File: src/rtl/ea_pkg.sv
package ea_pkg;

    typedef enum logic [2:0] {
        MODE_DISP    = 3'd0,
        MODE_RIND    = 3'd1,
        MODE_INDEX   = 3'd2,
        MODE_ABS     = 3'd3,
        MODE_MIND    = 3'd4,
        MODE_POSTINC = 3'd5,
        MODE_PREDEC  = 3'd6,
        MODE_SCALED  = 3'd7
    } ea_mode_e;

    typedef enum logic [1:0] {
        ST_IDLE  = 2'd0,
        ST_FETCH = 2'd1,
        ST_WAIT  = 2'd2
    } ea_state_e;

endpackage

File: src/rtl/ea_addr_calc.sv
module ea_addr_calc
    import ea_pkg::*;
#(
    parameter int AW = 32
) (
    input  ea_mode_e        mode,
    input  logic [AW-1:0]   base,
    input  logic [AW-1:0]   index,
    input  logic [AW-1:0]   cst,
    input  logic [1:0]      size,
    output logic [AW-1:0]   addr,
    output logic            wb_en,
    output logic [AW-1:0]   wb_val,
    output logic            needs_fetch
);

    localparam logic [AW-1:0] ONE = AW'(1);

    logic [AW-1:0] step;
    logic [AW-1:0] scaled_idx;
    logic [AW-1:0] base_dec;

    always_comb begin
        step       = ONE << size;
        scaled_idx = index << size;
        base_dec   = base - step;
    end

    always_comb begin
        addr        = '0;
        wb_en       = 1'b0;
        wb_val      = base;
        needs_fetch = 1'b0;
        unique case (mode)
            MODE_DISP:    addr = cst + base;
            MODE_RIND:    addr = base;
            MODE_INDEX:   addr = base + index;
            MODE_ABS:     addr = cst;
            MODE_MIND: begin
                addr        = base;
                needs_fetch = 1'b1;
            end
            MODE_POSTINC: begin
                addr   = base;
                wb_en  = 1'b1;
                wb_val = base + step;
            end
            MODE_PREDEC: begin
                addr   = base_dec;
                wb_en  = 1'b1;
                wb_val = base_dec;
            end
            MODE_SCALED:  addr = cst + base + scaled_idx;
            default:      addr = '0;
        endcase
    end

endmodule

File: src/rtl/ea_seq_fsm.sv
module ea_seq_fsm
    import ea_pkg::*;
(
    input  logic clk,
    input  logic rst_n,
    input  logic start,
    input  logic needs_fetch,
    output logic busy,
    output logic rd_issue,
    output logic cap_direct,
    output logic cap_ptr
);

    ea_state_e state_q;
    ea_state_e state_d;

    always_ff @(posedge clk or negedge rst_n) begin
        if (!rst_n) begin
            state_q <= ST_IDLE;
        end else begin
            state_q <= state_d;
        end
    end

    always_comb begin
        state_d    = state_q;
        busy       = 1'b0;
        rd_issue   = 1'b0;
        cap_direct = 1'b0;
        cap_ptr    = 1'b0;
        unique case (state_q)
            ST_IDLE: begin
                if (start && needs_fetch) begin
                    state_d = ST_FETCH;
                end else if (start) begin
                    cap_direct = 1'b1;
                end
            end
            ST_FETCH: begin
                busy     = 1'b1;
                rd_issue = 1'b1;
                state_d  = ST_WAIT;
            end
            ST_WAIT: begin
                busy    = 1'b1;
                cap_ptr = 1'b1;
                state_d = ST_IDLE;
            end
            default: state_d = ST_IDLE;
        endcase
    end

endmodule

File: src/rtl/ea_unit.sv
module ea_unit
    import ea_pkg::*;
#(
    parameter int AW = 32
) (
    input  logic            clk,
    input  logic            rst_n,
    input  logic            req_valid,
    input  logic [2:0]      req_mode,
    input  logic [AW-1:0]   req_base,
    input  logic [AW-1:0]   req_index,
    input  logic [AW-1:0]   req_const,
    input  logic [1:0]      req_size,
    output logic            busy,
    output logic            done,
    output logic [AW-1:0]   ea_addr,
    output logic            wb_en,
    output logic [AW-1:0]   wb_value,
    output logic            mem_rd_en,
    output logic [AW-1:0]   mem_rd_addr,
    input  logic [AW-1:0]   mem_rd_data
);

    logic [AW-1:0] calc_addr;
    logic          calc_wb_en;
    logic [AW-1:0] calc_wb_val;
    logic          calc_fetch;
    logic          fsm_busy;
    logic          rd_issue;
    logic          cap_direct;
    logic          cap_ptr;
    logic          start;

    logic [AW-1:0] ptr_addr_q;
    logic [AW-1:0] addr_q;
    logic [AW-1:0] wb_val_q;
    logic          wb_en_q;
    logic          done_q;

    ea_addr_calc #(.AW(AW)) calc_i (
        .mode        (ea_mode_e'(req_mode)),
        .base        (req_base),
        .index       (req_index),
        .cst         (req_const),
        .size        (req_size),
        .addr        (calc_addr),
        .wb_en       (calc_wb_en),
        .wb_val      (calc_wb_val),
        .needs_fetch (calc_fetch)
    );

    assign start = req_valid;

    ea_seq_fsm fsm_i (
        .clk         (clk),
        .rst_n       (rst_n),
        .start       (start),
        .needs_fetch (calc_fetch),
        .busy        (fsm_busy),
        .rd_issue    (rd_issue),
        .cap_direct  (cap_direct),
        .cap_ptr     (cap_ptr)
    );

    always_ff @(posedge clk or negedge rst_n) begin
        if (!rst_n) begin
            ptr_addr_q <= '0;
            addr_q     <= '0;
            wb_val_q   <= '0;
            wb_en_q    <= 1'b0;
            done_q     <= 1'b0;
        end else begin
            done_q  <= 1'b0;
            wb_en_q <= 1'b0;
            if (cap_direct) begin
                addr_q   <= calc_addr;
                wb_val_q <= calc_wb_val;
                wb_en_q  <= calc_wb_en;
                done_q   <= 1'b1;
            end else if (cap_ptr) begin
                addr_q <= mem_rd_data;
                done_q <= 1'b1;
            end
            if (!fsm_busy && start && calc_fetch) begin
                ptr_addr_q <= req_base;
            end
        end
    end

    assign busy        = fsm_busy;
    assign done        = done_q;
    assign ea_addr     = addr_q;
    assign wb_en       = wb_en_q;
    assign wb_value    = wb_val_q;
    assign mem_rd_en   = rd_issue;
    assign mem_rd_addr = ptr_addr_q;

endmodule

File: config.mk
export PLATFORM = sky130hd
export DESIGN_NAME = ea_unit
export DESIGN_NICKNAME = d
export VERILOG_FILES = /design/src/rtl/ea_pkg.sv /design/src/rtl/ea_addr_calc.sv /design/src/rtl/ea_seq_fsm.sv /design/src/rtl/ea_unit.sv
export SDC_FILE = /design/constraint.sdc
export NUM_CORES = 1
export LEC_CHECK = 0
export BUFFER_PORTS_ARGS = -buffer_cell sky130_fd_sc_hd__buf_2
export CAP_MARGIN = 20
export CORE_ASPECT_RATIO = 1.2
export CORE_MARGIN = 1.5
export CORE_UTILIZATION = 40
export CTS_CLUSTER_SIZE = 30
export DETAILED_ROUTE_END_ITERATION = 7
export HOLD_SLACK_MARGIN = 0.08
export PLACE_DENSITY_LB_ADDON = 0.05
export SLEW_MARGIN = 5
export SYNTH_ARGS = -nofsm -noshare
export SYNTH_HDL_FRONTEND = slang
export SYNTH_SLANG_ARGS = --single-unit
File: constraint.sdc
create_clock -name clk -period 2.84 [get_ports clk]
set_clock_uncertainty 0.1 [all_clocks]
set_input_delay 0.142 -clock clk [delete_from_list [all_inputs] [get_ports clk]]
set_output_delay 0.142 -clock clk [all_outputs]
set_load 0.02 [all_outputs]
Word level (Yosys, flattened, before mapping)
Index checks and enable logic that the tools add are counted.

storage, ports and cells
  flip-flop bits (word level) = 100
  bits of input ports = 136

cells by class
  $add $sub $neg = 5
  equal/unequal tests = 10
  reductions and logical operators = 10
  muxes and demuxes = 17
  shift operators = 2

operators with widths
  operator              count
  $pmux 32 s6           1
  $add 32x32->32        4
  $mux 32               2
  $pmux 32 s2           1
  $shl 1x2->32 const A  1
  $shl 32x2->32         1
  $sub 32x32->32        1
  $eq 3x3->1 const B    4
  $mux 1                11
  $eq 3x2->1 const B    2
  $pmux 2 s2            1
  $reduce_or 2->1       2
  $eq 3x1->1 const B    1
  $logic_and 1x1->1     3
  $logic_not 3->1       1
  $reduce_or 3->1       1
  $eq 2x1->1 const B    1
  $eq 2x2->1 const B    1
  $logic_not 2->1       1
  $mux 2                1
  $ne 2x1->1 const B    1
  $reduce_bool 2->1     1
  $logic_not 1->1       1

Depth between registers and ports, before layout
  word-level depth = 6
  gate-level depth with buffers = 23
  gate-level depth less buffers = 23

By module
From an unflattened synthesis, not the netlist that was laid out.

unflattened totals
  cells, all modules = 1528
  area, all modules = 12749.7 sq um

by module, submodules not included
  module        cells an instance  seq. area each (sq um)  times used  area an instance (sq um)
  ea_addr_calc  1236               0.0                     1           8557.0
  ea_unit       279                2452.4                  1           4052.6
  ea_seq_fsm    13                 50.0                    1           140.1

Worst setup path after synthesis
OpenSTA, ideal clock, no wires.

  path kind = input to register
  start point = input port req_base[0]
  end point = register addr_q[27], in the netlist ea_addr[27]
  arrival = 4445 ps
  path buffers = 0
  setup slack = -1842 ps
  stages on the path = 22
  cells stage by stage = ha_1 -> fa_1 -> a211o_1 -> a21oi_2 -> nor2_1 -> o21a_1 -> nor2_1 -> o21ai_0 -> a21o_1 -> a21oi_1 -> xnor2_1 -> ha_1 -> a21oi_1 -> or3b_1 -> or4_1 -> and3_4 -> o31ai_4 -> a41o_1 -> a21oi_1 -> nand2b_4 -> a211oi_1 -> a21oi_1

between the ends
  longest elaborated chain between the ends = 4
  elaborated cells between the ends (all ways) = 6
  those cells by class = add/sub: 4; mux: 2

ends and longest elaborated chain
  item                  line                                    source
  from (decl)           ea_unit.sv:10                           input logic [AW-1:0] req_base,
  $add 32x32->32        ea_addr_calc.sv:35, ea_addr_calc.sv:53
  $add 32x32->32        ea_addr_calc.sv:53                      MODE_SCALED: addr = cst + base + scaled_idx;
  $pmux 32 s6 (*)       ea_addr_calc.sv:34                      unique case (mode)
  $mux 32 (*)           ea_unit.sv:75                           if (cap_direct) begin
  to (signal assigned)  ea_unit.sv:76                           addr_q <= calc_addr;
  to (signal assigned)  ea_unit.sv:81                           addr_q <= mem_rd_data;
  to (decl)             ea_unit.sv:35                           logic [AW-1:0] addr_q;

Every way passes the cells marked *; elsewhere a longest branch is shown, timed or not.
A chain may end at the register's enable or synchronous reset.

Final worst setup path
  start point = input port req_base[0]
  end point = register addr_q[31], in the netlist ea_addr[31]

The elaborated chain is that of the path after synthesis.

==> metrics.txt <==
Post-Route WL 55100 um; placed cell area about 17000 sq um; Vias/cell 5.68; top post-synthesis cells by area dfrtp_1, ha_1, o21ai_0; Max clock buf depth 2; failing checks setup timing; pin count of the biggest net entering global routing between 60 and 70; pre-CTS WS -2.12 ns; io pins around 240; sequential fraction of design power between 20% and 30%; Hold Path End fsm_i.state_q[0]$_DFFE_PN0P_; share of cells above drive strength 1 approximately 44%; ANT nets after route 0; vias in the first global route 14900; Critical Path RT 3.01 ns; Multi-input gate area 10100 sq um; routed wire length per instance 21.1 um; cell taking the most area after synthesis dfrtp_1; sequential area share after synthesis 20.4%; Comb power frac 67.4%; most common library cells after synthesis o21ai_0, nand2_1, a21oi_1; Worst slew margin 23.0%; period utilisation layout 155%; syn_nets 1771; net switching fraction of the power a little under half; dpl hpwl ~44000 um; worst stage delay on the critical path between 0.4 and 0.5 ns; number of fill cells 2727; Post-synth EDFFs 0; top_reg_cell synth dfrtp_1; Total GRT Usage about a third; antenna violations before repair 2; FF-to-FF Start fsm_i.state_q[0]$_DFFE_PN0P_; WHS Path Cells 4; die height about 190 um; Buf/Inv on CP 1; port bufs ~240; kind of critical path in2reg; number of max-cap violations 0; Clock Pin Slew Worst Setup and Hold Paths 0.08 ns; Reg-to-Reg End ea_addr[28]$_DFFE_PN0P_; reg2reg setup slack 0.48 ns; Initial Util 41.0%; syn_area_per_cell 8.02 sq um; critical path's top delay family compound AO/OA/AOI/OAI gates; largest family of logic cells by synthesized area compound AO/OA/AOI/OAI gates; remaining global-route overflow 0; hold path startpoint req_valid; Max VDD drop around 0.00071 V; complex-gate fraction of the synthesized area between 20 and 30%; initial drt markers 966; simple logic cell fraction of the synthesized area roughly 17%; outcome finished with violations; root buffer cell clkbuf_16; Clk pwr share between 10% and 20%; die span in x 163 um; Distinct cells, synth 81; Finished Cell Area about 19000 sq um; final hold vios 0; setup ws final -1.58 ns; Max Clock Freq around 230 MHz; P_sw 0.00527 W; critical path endpoint category register; final cell count without fillers around 2600; Yosys reg bits 100; Nets around 2500; cell repeated most along the worst path a21oi_2; most frequent cell after synthesis o21ai_0; cells along the critical path buf_8 > ha_4 > fa_2 > a211o_1 > a21oi_2 > nor2_2 > o21a_1 > nor2_2 > o21ai_2 > a21o_1 > a21oi_2 > xnor2_2 > ha_4 > a21oi_2 > or3b_1 > or4_4 > and3_4 > o31ai_4 > a41o_1 > a21boi_2 > o21bai_1 > xor2_1 > o31ai_1; post-synthesis xor/xnor area fraction 8.08%; Core Area between 20000 and 30000 sq um; Placed Cells 2533; Sequential Area between 2000 and 3000 sq um; clock latency on the worst-skew pair 0.36 ns; Pint 0.00628 W; Slowest cell on crit path or4_4; worst-path fanout max 3; Netlist Area Pre-Place 12200 sq um; FF-to-FF path depth 9; DRT Pass-1 Iters 7; Worst Tran Pin Value between 1 and 1.5 ns; Tmin final approximately 4.4 ns; FP Rows 69; Post-Synth Adder-Cell Area 11.6%; CTS Sinks 100; GP Congestion 0.960; via count 14800; Final Max Tran Viols 0; FFs w/ async S/R, synth 100%; Hold Path Class in2reg; CTS buffer count 9; # setup viols final 28; RSZ-0062 raised after global routing true; post-synthesis mux area share 11.1%; Synth Warn # 0; Die Footprint 31700 sq um; first-pass GRT wire length 82800 um; post-synth top area share about 20%; # H-tree levels 3; Leak 8.86 nW; CTS tree built; Cells after Synth 1525; critical path arrival 4.59 ns; drt drc 0; critical path launch point type input port; pwr dens between 600 and 700 nW/um^2; area grow syn2layout 55.7%
[worst max path at each step]
stage | from | endpoint | slack [ns] | cells past startpoint
after floorplan | req_base[0] | ea_addr[31]$_DFFE_PN0P_ | -1.60 | 22
after global placement | req_base[0] | ea_addr[31]$_DFFE_PN0P_ | -2.07 | 23
after detailed placement | req_base[0] | ea_addr[31]$_DFFE_PN0P_ | -2.12 | 23
after CTS | req_base[0] | ea_addr[31]$_DFFE_PN0P_ | -1.53 | 23
after global routing | req_const[1] | ea_addr[23]$_DFFE_PN0P_ | -1.77 | 24
final | req_base[0] | ea_addr[31]$_DFFE_PN0P_ | -1.58 | 23
[state kept, by name (all words and copies together), names as in the netlist]
signal / count
done: 1
ea_addr: 32
fsm_i.state_q: 2
mem_rd_addr: 32
wb_en: 1
wb_value: 32
[per-stage QoR]
stage          hold WS [ns]  total power (W)  utilization [%]  TNS, ns
2_1_floorplan        -0.254          0.00654                -   -25.30
3_3_place_gp         0.0265          0.00957             58.4   -54.19
3_5_place_dp         0.0299          0.00965             58.4   -56.06
4_1_cts              0.0805           0.0114             62.6   -26.00
5_1_grt              0.0975           0.0123             63.8   -31.27
6_report             0.0831           0.0115             63.8   -26.67
[cell usage in the layout (no fill, tap or decap), types with 39 or more instances in the layout]
master and instances:
buf_4 483, buf_2 226, nand2_1 148, o21ai_0 118, a21oi_1 105, dfrtp_1 100, nor2_1 97, ha_1 90
xnor2_1 55, xor2_1 43, mux2i_1 39
[repair_timing]
item,in CTS,in global routing
gates cloned,1,0
hold buffers,28,0
gates resized for setup,105,60
buffers inserted,27,11
hold endpoints to repair,90,0
setup endpoints to repair,45,35
pin swaps,79,61
[area by class of cell]
class                           instances  share of cell area [%]
Multi-Input combinational cell       1297                    53.1
Timing Repair Buffer                  767                    28.9
Sequential cell                       100                    13.1
Tap cell                              390                    2.56
Clock buffer                            9                    1.18
Inverter                               39                   0.801
Clock inverter                          6                   0.322
Antenna cell                            2                  0.0263
[logic make-up after synthesis]
group,Yosys count
AO/OA/AOI/OAI,536
XOR/XNOR,112
adder cells (fa/ha/maj),110
buffers and inverters,128
flip-flops,100
multiplexers,102
AND/OR/NAND/NOR,437
[worst register-to-register path, cell delays in order (launching register included)]
cell	delay, ns
dfrtp_1	0.39
inv_1	0.13
ha_1	0.20
nand2_1	0.11
or2_2	0.50
a21oi_1	0.20
o211ai_1	0.10
a221oi_1	0.29
buf_4	0.19
o21ai_1	0.06
[per-layer routing]
metal | share of wire, % | vias to the layer above | wire length (um) | track usage (%)
li1 | - | 7083 | - | -
met1 | 38 | 7127 | 21100 | 38.5
met3 | 4.2 | 114 | 2290 | 2.73
met4 | 5.2 | 0 | 2880 | 17.1
met5 | 0 | - | 0 | 0
met2 | 52 | 491 | 28800 | 64.3
[power by group through the flow]
stage	clock network (W)	registers (W)	logic (W)
final	0.00129	0.00248	0.00778
after global routing	0.00136	0.00258	0.00834
after CTS	0.00133	0.00248	0.00755
after detailed placement	0	0.00251	0.00714
after global placement	0	0.00248	0.00709
after floorplan	0	0.00332	0.00322
(Power assumes the default switching activity.)
